[src/rtl/acq_ctrl_pkg.sv]
package acq_ctrl_pkg;

    localparam int REG_W   = 16;
    localparam int SECT_W  = 2;

    // bit positions inside the control word
    localparam int B_RUN   = 0;
    localparam int B_RST   = 1;
    localparam int B_AZ    = 2;
    localparam int B_CAL   = 3;
    localparam int B_STBY  = 4;
    localparam int B_MASK  = 5;
    localparam int B_AZC   = 6;
    localparam int B_SDIR  = 7;
    localparam int B_SECT  = 8;
    localparam int B_TEST  = 10;

    localparam logic [SECT_W-1:0] SECT_BAD = 2'b11;

    typedef enum logic [1:0] {
        CAL_IDLE,
        CAL_WAIT,
        CAL_BUSY
    } cal_st_e;

    typedef struct packed {
        logic              test;
        logic [SECT_W-1:0] sect;
        logic              sync_dir;
        logic              az_each;
        logic              mask;
        logic              stby;
        logic              run;
        logic              stop_pend;
    } ctl_t;

endpackage

[src/rtl/acq_cal_engine.sv]
module acq_cal_engine
    import acq_ctrl_pkg::*;
#(
    parameter int SHORT_CYC = 76,
    parameter int FULL_CYC  = 4944
) (
    input  logic clk,
    input  logic rst_n,
    input  logic abort,
    input  logic req_short,
    input  logic req_full,
    input  logic seq_running,
    input  logic instr_done,
    output logic pend_short,
    output logic pend_full,
    output logic busy,
    output logic done_short,
    output logic done_full
);

    localparam int MAX_CYC = (FULL_CYC > SHORT_CYC) ? FULL_CYC : SHORT_CYC;
    localparam int CW      = $clog2(MAX_CYC + 1);

    typedef struct packed {
        cal_st_e       st;
        logic          full;
        logic [CW-1:0] cnt;
    } eng_t;

    eng_t q, d;
    logic fin;

    always_comb begin
        d   = q;
        fin = 1'b0;
        unique case (q.st)
            CAL_IDLE: begin
                if (req_full || req_short) begin
                    d.full = req_full;
                    if (!seq_running) begin
                        d.st  = CAL_BUSY;
                        d.cnt = req_full ? CW'(FULL_CYC) : CW'(SHORT_CYC);
                    end else begin
                        d.st  = CAL_WAIT;
                    end
                end
            end
            CAL_WAIT: begin
                // hold off until the running instruction ends
                if (instr_done || !seq_running) begin
                    d.st  = CAL_BUSY;
                    d.cnt = q.full ? CW'(FULL_CYC) : CW'(SHORT_CYC);
                end
            end
            CAL_BUSY: begin
                if (q.cnt == CW'(1)) begin
                    d.st  = CAL_IDLE;
                    d.cnt = '0;
                    fin   = 1'b1;
                end else begin
                    d.cnt = q.cnt - 1'b1;
                end
            end
            default: d.st = CAL_IDLE;
        endcase
        if (abort) begin
            d.st  = CAL_IDLE;
            d.cnt = '0;
            fin   = 1'b0;
        end
    end

    always_ff @(posedge clk or negedge rst_n) begin
        if (!rst_n) q <= '{st: CAL_IDLE, full: 1'b0, cnt: '0};
        else        q <= d;
    end

    assign pend_short = (q.st != CAL_IDLE) && !q.full;
    assign pend_full  = (q.st != CAL_IDLE) &&  q.full;
    assign busy       = (q.st == CAL_BUSY);
    assign done_short = fin && !q.full;
    assign done_full  = fin &&  q.full;

endmodule

[src/rtl/acq_rst_seq.sv]
module acq_rst_seq #(
    parameter int RST_CYC    = 2,
    parameter int SETTLE_CYC = 64
) (
    input  logic clk,
    input  logic rst_n,
    input  logic rst_load,
    input  logic stby,
    input  logic stby_exit,
    output logic rst_active,
    output logic stby_done
);

    localparam int RW = $clog2(RST_CYC + 1);
    localparam int SW = $clog2(SETTLE_CYC + 1);

    typedef struct packed {
        logic [RW-1:0] rcnt;
        logic [SW-1:0] scnt;
    } seq_t;

    seq_t q, d;

    always_comb begin
        d = q;
        if (q.rcnt != '0) d.rcnt = q.rcnt - 1'b1;
        if (q.scnt != '0) d.scnt = q.scnt - 1'b1;
        if (rst_load || stby_exit) d.rcnt = RW'(RST_CYC);
        if (stby_exit)             d.scnt = SW'(SETTLE_CYC);
        else if (stby)             d.scnt = '0;
    end

    // power-on starts with the same clearing pulse as a commanded reset
    always_ff @(posedge clk or negedge rst_n) begin
        if (!rst_n) q <= '{rcnt: RW'(RST_CYC), scnt: '0};
        else        q <= d;
    end

    assign rst_active = (q.rcnt != '0) || stby;
    assign stby_done  = (q.scnt == SW'(1)) && !stby;

endmodule

[src/rtl/acq_sync_port.sv]
module acq_sync_port (
    input  logic clk,
    input  logic rst_n,
    input  logic drive_out,
    input  logic conv_busy,
    input  logic sync_in,
    output logic sync_oe,
    output logic sync_out,
    output logic sync_trig
);

    typedef struct packed {
        logic cur;
        logic prev;
    } smp_t;

    smp_t q, d;

    always_comb begin
        d.cur  = sync_in;
        d.prev = q.cur;
    end

    always_ff @(posedge clk or negedge rst_n) begin
        if (!rst_n) q <= '0;
        else        q <= d;
    end

    assign sync_oe   = drive_out;
    assign sync_out  = drive_out && conv_busy;
    assign sync_trig = !drive_out && q.cur && !q.prev;

endmodule

[src/rtl/acq_ctrl_reg.sv]
module acq_ctrl_reg
    import acq_ctrl_pkg::*;
#(
    parameter int SHORT_CYC  = 76,
    parameter int FULL_CYC   = 4944,
    parameter int RST_CYC    = 2,
    parameter int SETTLE_CYC = 64
) (
    input  logic              clk,
    input  logic              rst_n,
    input  logic              wr_en,
    input  logic [REG_W-1:0]  wr_data,
    output logic [REG_W-1:0]  rd_data,
    input  logic              instr_done,
    input  logic              conv_busy,
    input  logic              sync_in,
    output logic              seq_run,
    output logic              ip_reset,
    output logic              fifo_clr,
    output logic              irq_clr_all,
    output logic              irq_set_az,
    output logic              irq_set_cal,
    output logic              irq_set_stby,
    output logic              clk_en,
    output logic              chan_mask,
    output logic              az_each_conv,
    output logic [SECT_W-1:0] ram_sect,
    output logic              sync_oe,
    output logic              sync_out,
    output logic              sync_trig
);

    ctl_t q, d;

    logic rst_active, stby_done;
    logic pend_short, pend_full, cal_busy;
    logic stby_enter, stby_exit, rst_req, kill, cmd_ok;
    logic req_short, req_full;
    logic unused_hi;

    assign unused_hi = ^wr_data[REG_W-1:B_TEST+1];

    always_comb begin
        d          = q;
        stby_enter = wr_en &&  wr_data[B_STBY] && !q.stby;
        stby_exit  = wr_en && !wr_data[B_STBY] &&  q.stby;
        rst_req    = wr_en &&  wr_data[B_RST]  && !q.stby && !wr_data[B_STBY];
        kill       = rst_req || stby_enter || rst_active;
        cmd_ok     = wr_en && !rst_active && !wr_data[B_RST] && !wr_data[B_STBY];
        req_full   = cmd_ok && wr_data[B_CAL];
        req_short  = cmd_ok && wr_data[B_AZ] && !wr_data[B_CAL];

        if (wr_en) begin
            d.test     = wr_data[B_TEST];
            d.sync_dir = wr_data[B_SDIR];
            d.az_each  = wr_data[B_AZC];
            d.mask     = wr_data[B_MASK];
            d.stby     = wr_data[B_STBY];
            if (wr_data[B_SECT +: SECT_W] != SECT_BAD)
                d.sect = wr_data[B_SECT +: SECT_W];
        end

        if (kill) begin
            d.run       = 1'b0;
            d.stop_pend = 1'b0;
        end else if (cmd_ok) begin
            if (wr_data[B_RUN]) begin
                d.run       = 1'b1;
                d.stop_pend = 1'b0;
            end else begin
                // halt waits for the running instruction to complete
                d.run       = q.run && !instr_done;
                d.stop_pend = q.run && !instr_done;
            end
        end else if (q.stop_pend && instr_done) begin
            d.run       = 1'b0;
            d.stop_pend = 1'b0;
        end
    end

    always_ff @(posedge clk or negedge rst_n) begin
        if (!rst_n) q <= '0;
        else        q <= d;
    end

    acq_rst_seq #(
        .RST_CYC    (RST_CYC),
        .SETTLE_CYC (SETTLE_CYC)
    ) u_rst_seq (
        .clk        (clk),
        .rst_n      (rst_n),
        .rst_load   (rst_req),
        .stby       (q.stby),
        .stby_exit  (stby_exit),
        .rst_active (rst_active),
        .stby_done  (stby_done)
    );

    acq_cal_engine #(
        .SHORT_CYC (SHORT_CYC),
        .FULL_CYC  (FULL_CYC)
    ) u_cal (
        .clk         (clk),
        .rst_n       (rst_n),
        .abort       (kill),
        .req_short   (req_short),
        .req_full    (req_full),
        .seq_running (q.run),
        .instr_done  (instr_done),
        .pend_short  (pend_short),
        .pend_full   (pend_full),
        .busy        (cal_busy),
        .done_short  (irq_set_az),
        .done_full   (irq_set_cal)
    );

    acq_sync_port u_sync (
        .clk       (clk),
        .rst_n     (rst_n),
        .drive_out (q.sync_dir),
        .conv_busy (conv_busy),
        .sync_in   (sync_in),
        .sync_oe   (sync_oe),
        .sync_out  (sync_out),
        .sync_trig (sync_trig)
    );

    always_comb begin
        rd_data                    = '0;
        rd_data[B_RUN]             = q.run;
        rd_data[B_RST]             = rst_active;
        rd_data[B_AZ]              = pend_short;
        rd_data[B_CAL]             = pend_full;
        rd_data[B_STBY]            = q.stby;
        rd_data[B_MASK]            = q.mask;
        rd_data[B_AZC]             = q.az_each;
        rd_data[B_SDIR]            = q.sync_dir;
        rd_data[B_SECT +: SECT_W]  = q.sect;
        rd_data[B_TEST]            = q.test;
    end

    assign seq_run      = q.run && !cal_busy && !rst_active;
    assign ip_reset     = rst_active;
    assign fifo_clr     = rst_active;
    assign irq_clr_all  = rst_active;
    assign irq_set_stby = stby_done;
    assign clk_en       = !q.stby;
    assign chan_mask    = q.mask;
    assign az_each_conv = q.az_each;
    assign ram_sect     = q.sect;

endmodule

[config.mk]
export PLATFORM = sky130hd
export DESIGN_NAME = acq_ctrl_reg
export DESIGN_NICKNAME = d
export VERILOG_FILES = /design/src/rtl/acq_ctrl_pkg.sv /design/src/rtl/acq_cal_engine.sv /design/src/rtl/acq_rst_seq.sv /design/src/rtl/acq_sync_port.sv /design/src/rtl/acq_ctrl_reg.sv
export SDC_FILE = /design/constraint.sdc
export NUM_CORES = 1
export LEC_CHECK = 0
export ABC_AREA = 1
export BUFFER_PORTS_ARGS = -buffer_cell sky130_fd_sc_hd__buf_2
export CAP_MARGIN = 10
export CORE_UTILIZATION = 54
export DETAILED_ROUTE_END_ITERATION = 6
export MAX_ROUTING_LAYER = met4
export PLACE_DENSITY_LB_ADDON = 0.1
export SYNTH_ARGS = -nofsm -noshare
export SYNTH_HDL_FRONTEND = slang
export SYNTH_SLANG_ARGS = --single-unit
[constraint.sdc]
create_clock -name clk -period 2.2 [get_ports clk]
set_input_delay 0.44 -clock clk [delete_from_list [all_inputs] [get_ports clk]]
set_output_delay 0.44 -clock clk [all_outputs]
set_load 0.1 [all_outputs]
* After elaboration in Yosys (flattened, before gate mapping)
Cells that the tools add are included.
Storage, ports and cells: input bits 22, flip-flop bits (word level) 36, word-level logic and storage cells 106
Cells by class: reductions and logical operators 54, multiplexer cells 25, add/subtract/negate cells 3, eq/ne operators 9
Operators by type and width (count):
- $mux W13 | 6
- $pmux W13 S3 | 1
- $logic_and A1 B1 Y1 | 25
- $mux W7 | 3
- $mux W2 | 10
- $mux W16 | 1
- $eq A13 B1 Y1 const B | 1
- $sub A13 B1 Y13 const B | 1
- $logic_not A1 Y1 | 11
- $eq A7 B1 Y1 const B | 1
- $reduce_bool A7 Y1 | 1
- $sub A7 B1 Y7 const B | 1
- $logic_or A1 B1 Y1 | 6
- $ne A3 B2 Y1 const B | 2
- $pmux W2 S3 | 1
- $reduce_bool A2 Y1 | 3
- $reduce_bool A3 Y1 | 2
- $reduce_and A2 Y1 | 2
- $reduce_and A4 Y1 | 1
- $reduce_bool A4 Y1 | 1
- $mux W1 | 3
- $ne A3 B1 Y1 const B | 1
- $ne A3 B3 Y1 const B | 1
- $reduce_and A3 Y1 | 1
- 5 further kinds | 5

* Logic depth before layout (Yosys ltp)
Gate-level depths: netlist (run 1).
depth in word-level cells 12, gate-level depth with buffers 11, mapped depth without buffers 11

* Cells and area by module
Synthesis (run 1) repeated with hierarchy kept, for this count alone.
Unflattened totals: cells, all modules 353, area total of the unflattened synthesis 2517.4 um^2
By module, submodules not included:
- acq_cal_engine | instances 1, area an instance 1247.4 um^2, seq. area each 400.4 um^2, cells each 197
- acq_ctrl_reg | instances 1, area an instance 668.1 um^2, seq. area each 225.2 um^2, cells each 80
- acq_rst_seq | instances 1, area an instance 523.0 um^2, seq. area each 226.5 um^2, cells each 68
- acq_sync_port | instances 1, area an instance 78.8 um^2, seq. area each 50.0 um^2, cells each 8

* Worst setup path after synthesis (run 1)
Ideal clock, no wire load.
path kind register -> output, from reg u_rst_seq.q[7] (netlist name), to out seq_run, slack -1.469 ns, arrival time 3.229 ns, cell stages (with the launch flop) 5, path through dfrtp_1 > inv_1 > ha_1 > nand2_2 > nor3_1
On the way: longest elaborated chain between the ends 4
RTL lines:
- start: declaration | line acq_rst_seq.sv:22 | seq_t q, d;
- start signal: assignment | line acq_rst_seq.sv:35 | if (!rst_n) q <= '{rcnt: RW'(RST_CYC), scnt: '0};
- $reduce_bool A2 Y1 | line acq_rst_seq.sv:39 | assign rst_active = (q.rcnt != '0) || stby;
- $logic_or A1 B1 Y1 | line acq_rst_seq.sv:39
- net fifo_clr | line acq_ctrl_reg.sv:19 | output logic fifo_clr,
- $logic_not A1 Y1 | line acq_ctrl_reg.sv:142 | assign seq_run = q.run && !cal_busy && !rst_active;
- $logic_and A1 B1 Y1 | line acq_ctrl_reg.sv:142
- end: declaration | line acq_ctrl_reg.sv:17 | output logic seq_run,
The timed path passes the listed nets, and every way through them passes these cells.

* Worst setup path in the final report (run 1)
from reg u_rst_seq.q[7] (netlist name), to out irq_set_az
On the way: longest elaborated chain between the ends 5
RTL lines:
- $reduce_bool A2 Y1 | line acq_rst_seq.sv:39
- $logic_or A1 B1 Y1 | line acq_rst_seq.sv:39
- $logic_or A1 B1 Y1 | line acq_ctrl_reg.sv:48 | kill = rst_req || stby_enter || rst_active;
- $mux W1 | line acq_cal_engine.sv:66 | if (abort) begin
- $logic_and A1 B1 Y1 | line acq_cal_engine.sv:81 | assign done_short = fin && !q.full;
- end: declaration | line acq_ctrl_reg.sv:21 | output logic irq_set_az,
Every way passes these cells.

==> results of run 1 <==
## cell families (layout without fill, tap and decap cells)
| kind of cell | count (synthesis) | in the layout | synth area share (%) |
|---|---|---|---|
| adder cells (fa/ha/maj) | 8 | 8 | 4.23 |
| AND/OR/NAND/NOR | 166 | 166 | 32.0 |
| buffers and inverters | 62 | 96 | 13.6 |
| other | 1 | 5 | 0.158 |
| flip-flops | 36 | 36 | 38.1 |
| XOR/XNOR | 8 | 8 | 2.96 |
| AO/OA/AOI/OAI | 35 | 35 | 7.93 |
| multiplexers | 2 | 2 | 0.951 |
## power breakdown
group          switching (mW)  total, mW  internal, mW
registers              0.0736      0.833         0.759
logic                   0.765       1.05         0.285
clock network           0.240      0.576         0.336
total                    1.08       2.46          1.38
## metrics by stage
step	setup WS [ns]	cells	util [%]	TNS (ns)	hold slack (ns)
6_report	0.0689	406	68.2	0	0.227
5_1_grt	-0.000442	406	68.2	-0.000442	0.238
4_1_cts	0.00378	403	67.0	0	0.246
3_5_place_dp	0.190	394	63.8	0	0.387
3_3_place_gp	0.227	394	63.8	0	0.366
2_1_floorplan	0.00275	322	-	0	0.144
## path summary, 6_finish.rpt
path,start,endpoint,slack (ns)
max,u_rst_seq.q[7]$_DFFE_PN0P_,irq_set_az,0.07
min,rst_n,u_rst_seq.q[3]$_DFFE_PN0P_,0.23
max reg2reg,u_cal.q[14]$_DFFE_PN0P_,u_cal.q[4]$_DFFE_PN0P_,0.18
min reg2reg,u_sync.d[0]$_DFF_PN0_,u_sync.q[0]$_DFF_PN0_,0.39
max in group asynchronous,rst_n,u_cal.q[13]$_DFFE_PN0P_,1.47
min in group clk,sync_in,u_sync.d[0]$_DFF_PN0_,0.25
## layer usage
metal	vias up	global-route usage [%]	wire length, um
met5	-	-	0
met1	917	28.8	2300
met4	0	9.38	70
met3	8	4.00	161
li1	1051	-	-
met2	46	40.1	2240
## layout make-up
| type | count | area [um^2] | area share [%] |
|---|---|---|---|
| inverters | 38 | 145 | 5.17 |
| clock inverters | 2 | 35.0 | 1.25 |
| clock buffers | 6 | 72.6 | 2.58 |
| flip-flops and latches | 36 | 902 | 32.1 |
| repair buffers | 50 | 315 | 11.2 |
| well taps | 50 | 62.6 | 2.23 |
| multi-input cells | 224 | 1270 | 45.4 |
## state kept, by name, summed over array words and instances (netlist names)
signal        count
ram_sect          2
u_cal.q          16
rd_data           4
q                 1
u_rst_seq.q       9
u_sync.d          1
az_each_conv      1
u_sync.q          1
chan_mask         1
## cell usage after synthesis, types with 3 or more instances
cell and count:
ha_1 8, nor2_1 36, nand2_2 3, dfrtp_1 35, buf_4 22, nand3_1 21, inv_1 38, a21oi_1 11
o21ai_0 18, nor2_2 3, xor2_1 6, nand4_1 3, nand2_1 83, nand3_2 3, nor3_1 6
## what timing repair did
action | 4_1_cts | 5_1_grt
setup buffers | 1 | 3
resized for setup | 5 | 6
pin swaps | 1 | 5
gates cloned | 0 | 0
endpoints found under the setup margin | 2 | 2
==> reports/metrics.cfg, run 1 <==
[clock_network]
cts_tree=done
cts.path.max_buffers=2
cts-root-buf=clkbuf_8
cts_buffers=5
clk_pin_slew_worst_paths_ns=0.07
ctsHoldBuffers=0
cts_sinks=36
clock_latency_ns=0.29
htree_levels=2

[run]
maxCapViolCount=0

[power]
p_per_area_nw_per_um2=876
fin_total_pwr_mw=2.46
vdd_drop_max_v=0.000773
p_leak_nw=1.42

[timing]
slew_headroom_pct=47.4
fin_crit_sh_pct=96.9
hold_viol_final=0
period_minus_slack_ns=2.13
clock_skew_ns=0.00512
finalSetupViolCount=0
fmax_ghz=0.469
worst_pin_slew_ns=0.789
slew_viol_final=0

[place]
dpl_cell_area_um2=2630
port_buffers=42
gp_congestion=0.839
hpwl_um=3500

[grt]
grt_usage_pct=24.0
antenna_found_initial=0
grt_max_degree=37
grt_pass1_wl_um=8000
globalRouteOverflowTotal=0
grt_pass1_vias=1864

[yosys]
ys_warn_count=0
synth-edff-count=0
synth_seq_cells=36
synth_largest_area_cell=dfrtp_1
syn_inst=318
ys_types=32
syn_area_per_cell_um2=7.44
ys_seq_area_share_pct=38.1
synth_top_cell_area_share_pct=37.0
netlist_area_um2=2370
yosys-top-cells-area=dfrtp_1 37%, nand2_1 13%, buf_4 7.0%
synthFlopType=dfrtp_1
synth_async_sr_flop_share_pct=100

[critical_path]
cp_max_fo=5
path_buf_inv=3
start_kind=flip-flop
path_cells=inv_2, ha_4, nand2_8, inv_4, nand2_4, nor2_4, nand3_4, nor2_4, buf_12
critPathKind=flip-flop to output pin
cpMaxStageDelayCell=dfrtp_1
crit_path_frequent_cell=nor2_4
slowest_delay_ns=0.40
crit_required_ns=1.76
path_delay_family=simple AND/OR/NAND/NOR gates
worstRegToRegCells=9
worstSetupEndpointType=output pin
cp_num_cells=9
worst_ep_arrival_time_ns=1.69

[drt]
totalWireLength_um=4770
drc=0
ant_nets=0
wl_per_cell_um=11.7
dr.pass1.iters=4
via_per_inst=4.98
drt_iter0_markers=113
vias=2022

[die]
num_rows=23
core_um2=4120
dieArea_um2=4650
die_w_um=68.2
boundaryPins=53
die_h_um=68.2
start_util_pct=57.5

[final_layout]
fin_area_um2=2810
n_fill_cell=352
drive_gt1_share_pct=25.6
area_growth_pct=18.6
final_common_cell=nand2_1
nets=385
antenna_cells=0
most-common-layout-cells=82 x nand2_1, 39 x buf_2, 35 x dfrtp_1

[run_status]
status=finished clean

[worst_hold_path]
hp-class=primary input to async pin

Power figures use the tool's default switching activity.
==> run 2, diff against run 1 <==
--- a/config.mk
+++ b/config.mk
@@ -8,6 +8,7 @@
 export ABC_AREA = 1
 export BUFFER_PORTS_ARGS = -buffer_cell sky130_fd_sc_hd__buf_2
 export CAP_MARGIN = 10
+export CORE_MARGIN = 4
 export CORE_UTILIZATION = 54
 export DETAILED_ROUTE_END_ITERATION = 6
 export MAX_ROUTING_LAYER = met4
==> reports/metrics.cfg, run 2 (same netlist as run 1, synthesis figures left out) <==
[run_status]
status=finished clean

[place]
post-place-ws_ns=0.206  ; +0.0158 ns
port_buffers=42  ; unchanged
hpwl_um=3650  ; +4.2%
gp_congestion=0.869  ; +3.6%

[timing]
tns_ns=0  ; unchanged
hold_viol_final=0  ; unchanged
rsz0062_at_grt=no
finalSetupViolCount=0  ; unchanged
fin_ws_ns=0.0769  ; +0.00806 ns
period_minus_slack_ns=2.12  ; -0.00806 ns
slew_viol_final=0  ; unchanged
clock_skew_ns=0.00546  ; +0.000333 ns
whs_ns=0.229  ; +0.00193 ns
fmax_ghz=0.471  ; +0.38%
worst_pin_slew_ns=0.786  ; -0.00292 ns
slew_headroom_pct=47.6  ; +0.19 points
fin_crit_sh_pct=96.5  ; -0.37 points

[grt]
grt_max_degree=37  ; unchanged
antenna_found_initial=0  ; unchanged
grt_pass1_wl_um=8340  ; +4.2%
globalRouteOverflowTotal=0  ; unchanged
grt_usage_pct=20.1  ; -3.9 points
grt_pass1_vias=1946  ; +4.4%

[die]
boundaryPins=53  ; unchanged
start_util_pct=57.5  ; unchanged
num_rows=23  ; unchanged
die_h_um=74.2  ; +8.8%
die_w_um=74.2  ; +8.8%
dieArea_um2=5510  ; +18%
core_um2=4120  ; unchanged

[final_layout]
nets=386  ; +0.26%
area_growth_pct=19.0
n_fill_cell=361  ; +2.6%
drive_gt1_share_pct=25.6  ; unchanged
antenna_cells=0  ; unchanged
top_register=u_cal.q
final_common_cell=nand2_1
most-common-layout-cells=82 x nand2_1, 39 x buf_2, 35 x dfrtp_1
largest_reg_flops=16  ; unchanged

[clock_network]
cts_buffers=5  ; unchanged
cts.path.max_buffers=2  ; unchanged
ctsHoldBuffers=0  ; unchanged
clock_latency_ns=0.29  ; about the same
htree_levels=2  ; unchanged
cts_tree=done
clk_pin_slew_worst_paths_ns=0.07  ; about the same
cts-root-buf=clkbuf_8
cts_sinks=36  ; unchanged

[power]
power.switching_mw=1.07  ; -0.50%
p_comb_share_pct=44.1  ; +1.4 points
p_sw_share_pct=44.7  ; +0.80 points
power_frac_clock_pct=21.3  ; -2.1 points
seq_power_share_pct=34.6  ; +0.7 points
p_leak_nw=1.43  ; +0.54%
p_per_area_nw_per_um2=853  ; -2.6%
p_int_mw=1.33  ; -3.7%
vdd_drop_max_v=0.000775  ; +0.35%

[critical_path]
r2r-end=u_cal.q[9]$_DFFE_PN0P_
start_kind=flip-flop
cp_num_cells=5  ; -4
cpMaxStageDelayCell=dfstp_2
path_delay_family=buffers and inverters
r2r_slack_ns=0.17  ; about the same
worst_ep_arrival_time_ns=1.68  ; about the same
crit_end=rd_data[1]
worstRegToRegCells=9  ; unchanged
crit_start=u_rst_seq.q[8]$_DFFE_PN1P_
cp_max_fo=5  ; unchanged
worstSetupEndpointType=output pin
slowest_delay_ns=0.55  ; +0.15 ns
path_buf_inv=3  ; unchanged
path_cells=inv_2, ha_4, nand2_8, buf_4, buf_2
critPathKind=flip-flop to output pin
crit_required_ns=1.76  ; about the same
r2r-start=u_cal.q[14]$_DFFE_PN0P_

[drt]
via_per_inst=4.98  ; unchanged
dr.pass1.iters=4  ; unchanged
drt_iter0_markers=135  ; +19%
wl_per_cell_um=12.1  ; +2.9%
wl_met3_um=209  ; +30%
top_layer_used=met4
wl_met2_um=2370  ; +6.1%
wirelength_met1_um=2270  ; -1.4%
ant_nets=0  ; unchanged
totalWireLength_um=4910  ; +2.9%
drc=0  ; unchanged
vias=2022  ; unchanged

[run]
maxCapViolCount=0  ; unchanged

[worst_hold_path]
hp-class=primary input to async pin

run 2: cell count changes in the layout (fill, tap and decap cells not counted):
cell	delta
nor2_2	-3
buf_4	+1
ha_1	+1
clkinv_2	-1
clkbuf_1	-1
bufinv_16	-1
clkbuf_8	+2
ha_2	-1
nor2_4	+3
run 2: area by class of cell:
type                            instances  area, um^2  area share (%)
Inverter                               38         145            5.15
Multi-Input combinational cell        224        1290            45.7
Sequential cell                        36         902            32.0
Clock buffer                            7        96.3            3.42
Timing Repair Buffer                   51         323            11.5
Tap cell                               50        62.6            2.22
run 2: power groups by stage:
stage | clock (mW) | sequential, mW | combinational, mW
6_report | 0.511 | 0.832 | 1.06
2_1_floorplan | 0 | 0.865 | 0.861
5_1_grt | 0.548 | 0.843 | 1.14
3_3_place_gp | 0 | 0.838 | 0.992
4_1_cts | 0.522 | 0.834 | 1.03
3_5_place_dp | 0 | 0.846 | 1.01
run 2: metrics by stage:
step	area (um^2)	total power, mW	util, %	std cells
floorplan	2460	1.73	-	322
global route	2820	2.53	68.4	406
CTS	2740	2.39	66.7	402
detailed placement	2630	1.86	63.8	394
global placement	2630	1.83	63.8	394
finish	2820	2.40	68.4	406
run 2: what timing repair did:
action | 4_1_cts | 5_1_grt
gates resized for setup | 3 | 10
endpoints found under the setup margin | 2 | 2
pin swaps | 1 | 5
hold endpoints to repair | 0 | 0
buffers inserted | 1 | 4
run 2: layer usage:
metal,global-route usage (%),up-vias
met5,-,-
met4,6.13,0
met3,4.32,7
met2,33.5,41
met1,24.6,924
li1,-,1050
run 2: worst min path at each step:
| stage | slack (ns) | endpoint |
|---|---|---|
| 6_report | 0.23 | rd_data[7]$_DFFE_PN0P_ |
| 3_3_place_gp | 0.37 | u_sync.q[0]$_DFF_PN0_ |
| 2_1_floorplan | 0.14 | az_each_conv$_DFFE_PN0P_ |
| 3_5_place_dp | 0.38 | u_sync.q[0]$_DFF_PN0_ |
| 5_1_grt | 0.26 | u_sync.d[0]$_DFF_PN0_ |
| 4_1_cts | 0.26 | u_sync.d[0]$_DFF_PN0_ |
==> run 3, diff against run 2 <==
--- a/config.mk
+++ b/config.mk
@@ -11,6 +11,7 @@
 export CORE_MARGIN = 4
 export CORE_UTILIZATION = 54
 export DETAILED_ROUTE_END_ITERATION = 6
+export GPL_TIMING_DRIVEN = 0
 export MAX_ROUTING_LAYER = met4
 export PLACE_DENSITY_LB_ADDON = 0.1
 export SYNTH_ARGS = -nofsm -noshare
==> constraint.sdc (replaced) <==
create_clock -name clk -period 2.32 [get_ports clk]
set_input_delay 0.464 -clock clk [delete_from_list [all_inputs] [get_ports clk]]
set_output_delay 0.464 -clock clk [all_outputs]
set_load 0.1 [all_outputs]
==> reports/metrics.cfg, run 3 (same netlist as run 1, synthesis figures left out) <==
[die]
die_h_um=74.2  ; unchanged
die_w_um=74.2  ; unchanged
dieArea_um2=5510  ; unchanged
core_um2=4120  ; unchanged
boundaryPins=53  ; unchanged
num_rows=23  ; unchanged
start_util_pct=57.5  ; unchanged

[critical_path]
crit_end=irq_set_az
crit_required_ns=1.86  ; +0.10 ns
worst_ep_arrival_time_ns=1.75  ; +0.07 ns
r2r-end=u_cal.q[15]$_DFFE_PN0P_
crit_start=u_cal.q[1]$_DFFE_PN0P_
start_kind=flip-flop
worstSetupEndpointType=output pin
cp_max_fo=3  ; -2
worstRegToRegCells=13  ; +4
r2r_slack_ns=0.35  ; +0.18 ns
critPathKind=flip-flop to output pin
r2r-start=u_rst_seq.q[8]$_DFFE_PN1P_

[grt]
grt_max_degree=37  ; unchanged
grt_usage_pct=22.6  ; +2.5 points
globalRouteOverflowTotal=0  ; unchanged
antenna_found_initial=0  ; unchanged
grt_pass1_wl_um=9520  ; +14%
grt_pass1_vias=2206  ; +13%

[clock_network]
clk_pin_slew_worst_paths_ns=0.08  ; about the same
htree_levels=2  ; unchanged
cts_sinks=36  ; unchanged
cts-root-buf=clkbuf_8
cts_buffers=5  ; unchanged
clock_latency_ns=0.29  ; about the same
cts_tree=done
cts.path.max_buffers=2  ; unchanged

[timing]
slew_viol_final=0  ; unchanged
slew_headroom_pct=46.0  ; -1.6 points
worst_pin_slew_ns=0.810  ; +0.0245 ns
period_minus_slack_ns=2.22
clock_skew_ns=0.00509  ; -0.000366 ns
finalSetupViolCount=0  ; unchanged
fmax_ghz=0.451
fin_crit_sh_pct=95.6
hold_viol_final=0  ; unchanged
tns_ns=0  ; unchanged
fin_ws_ns=0.101  ; +0.0243 ns

[drt]
drc=0  ; unchanged
wl_per_cell_um=12.4  ; +2.6%
dr.pass1.iters=4  ; unchanged
via_per_inst=5.04  ; +1.1%
totalWireLength_um=5280  ; +7.6%
drt_iter0_markers=159  ; +18%
vias=2146  ; +6.1%
ant_nets=0  ; unchanged

[final_layout]
largest_reg_flops=16  ; unchanged
area_growth_pct=23.4
fin_util_pct=71.0  ; +2.6 points
top_register=u_cal.q
final_common_cell=nand2_1
layoutNonFillerInstCount=426  ; +4.9%
nets=405  ; +4.9%
antenna_cells=0  ; unchanged
drive_gt1_share_pct=28.7  ; +3.2 points
most-common-layout-cells=82 x nand2_1, 39 x buf_2, 35 x inv_1, 35 x dfrtp_1, 31 x nor2_1

[power]
power.switching_mw=1.03  ; -3.8%
seq_power_share_pct=33.5  ; -1.1 points
p_leak_nw=1.52  ; +6.4%
p_comb_share_pct=43.1  ; -1.0 points
p_sw_share_pct=43.7  ; -0.97 points
vdd_drop_max_v=0.000771  ; -0.56%
p_per_area_nw_per_um2=809  ; -5.2%
p_int_mw=1.33  ; about the same
power_frac_clock_pct=23.5  ; +2.2 points

[place]
hpwl_um=3750  ; +2.7%
gp_congestion=0.880  ; +1.3%
port_buffers=41  ; -2.4%
post-place-ws_ns=0.0298  ; -0.176 ns
dp.cells=413  ; +4.8%

[worst_hold_path]
hp-class=primary input to async pin

[run_status]
status=finished clean

[run]
maxCapViolCount=0  ; unchanged

==> run 3: power by group through the flow <==
stage | combinational (mW) | clock [mW] | sequential, mW
detailed placement | 0.985 | 0 | 0.797
global placement | 0.969 | 0 | 0.795
finish | 1.02 | 0.554 | 0.791
floorplan | 0.811 | 0 | 0.817
global route | 1.11 | 0.595 | 0.805
CTS | 0.990 | 0.564 | 0.786
==> run 3: worst max-delay path, stage by stage (launching register included) <==
cell and delay, ns:
dfrtp_1 0.39, inv_1 0.09, ha_1 0.18, nand2_1 0.06, nor2_1 0.27, nand3_4 0.14
nor2_4 0.15, buf_12 0.18
==> run 3: layer usage <==
layer / global-route usage [%] / vias to the layer above / routed length, um
li1: - / 1091 / -
met5: - / - / 0
met1: 28.7 / 986 / 2380
met2: 36.6 / 61 / 2550
met3: 4.59 / 8 / 282
met4: 6.52 / 0 / 61
==> run 3: per-stage QoR <==
stage / power [mW] / hold slack [ns] / instance area, um^2
after CTS: 2.34 / 0.270 / 2870
final: 2.36 / 0.258 / 2920
after global placement: 1.76 / 0.362 / 2720
after global routing: 2.51 / 0.257 / 2920
after floorplan: 1.63 / 0.168 / 2450
after detailed placement: 1.78 / 0.366 / 2720
==> run 3: worst min path at each step <==
stage	from	endpoint	slack, ns	cells past startpoint
2_1_floorplan	rst_n	az_each_conv$_DFFE_PN0P_	0.17	0
3_3_place_gp	u_sync.d[0]$_DFF_PN0_	u_sync.q[0]$_DFF_PN0_	0.36	0
3_5_place_dp	u_sync.d[0]$_DFF_PN0_	u_sync.q[0]$_DFF_PN0_	0.37	0
4_1_cts	sync_in	u_sync.d[0]$_DFF_PN0_	0.27	1
5_1_grt	sync_in	u_sync.d[0]$_DFF_PN0_	0.26	1
6_report	rst_n	u_rst_seq.q[0]$_DFFE_PN0P_	0.26	1
==> run 3: layout make-up <==
class	instances	area, um^2
multi-input cells	224	1250
plain buffers	24	181
clock inverters	2	35.0
well taps	50	62.6
clock buffers	6	72.6
flip-flops and latches	36	902
inverters	38	143
repair buffers	46	275
fillers	347	1190
==> run 3: what timing repair did <==
item                                    in CTS  in global routing
hold buffers                                 0                  0
gates resized for setup                     10                  8
setup buffers                                1                  4
endpoints found under the setup margin       3                  3
pin swaps                                    3                  4
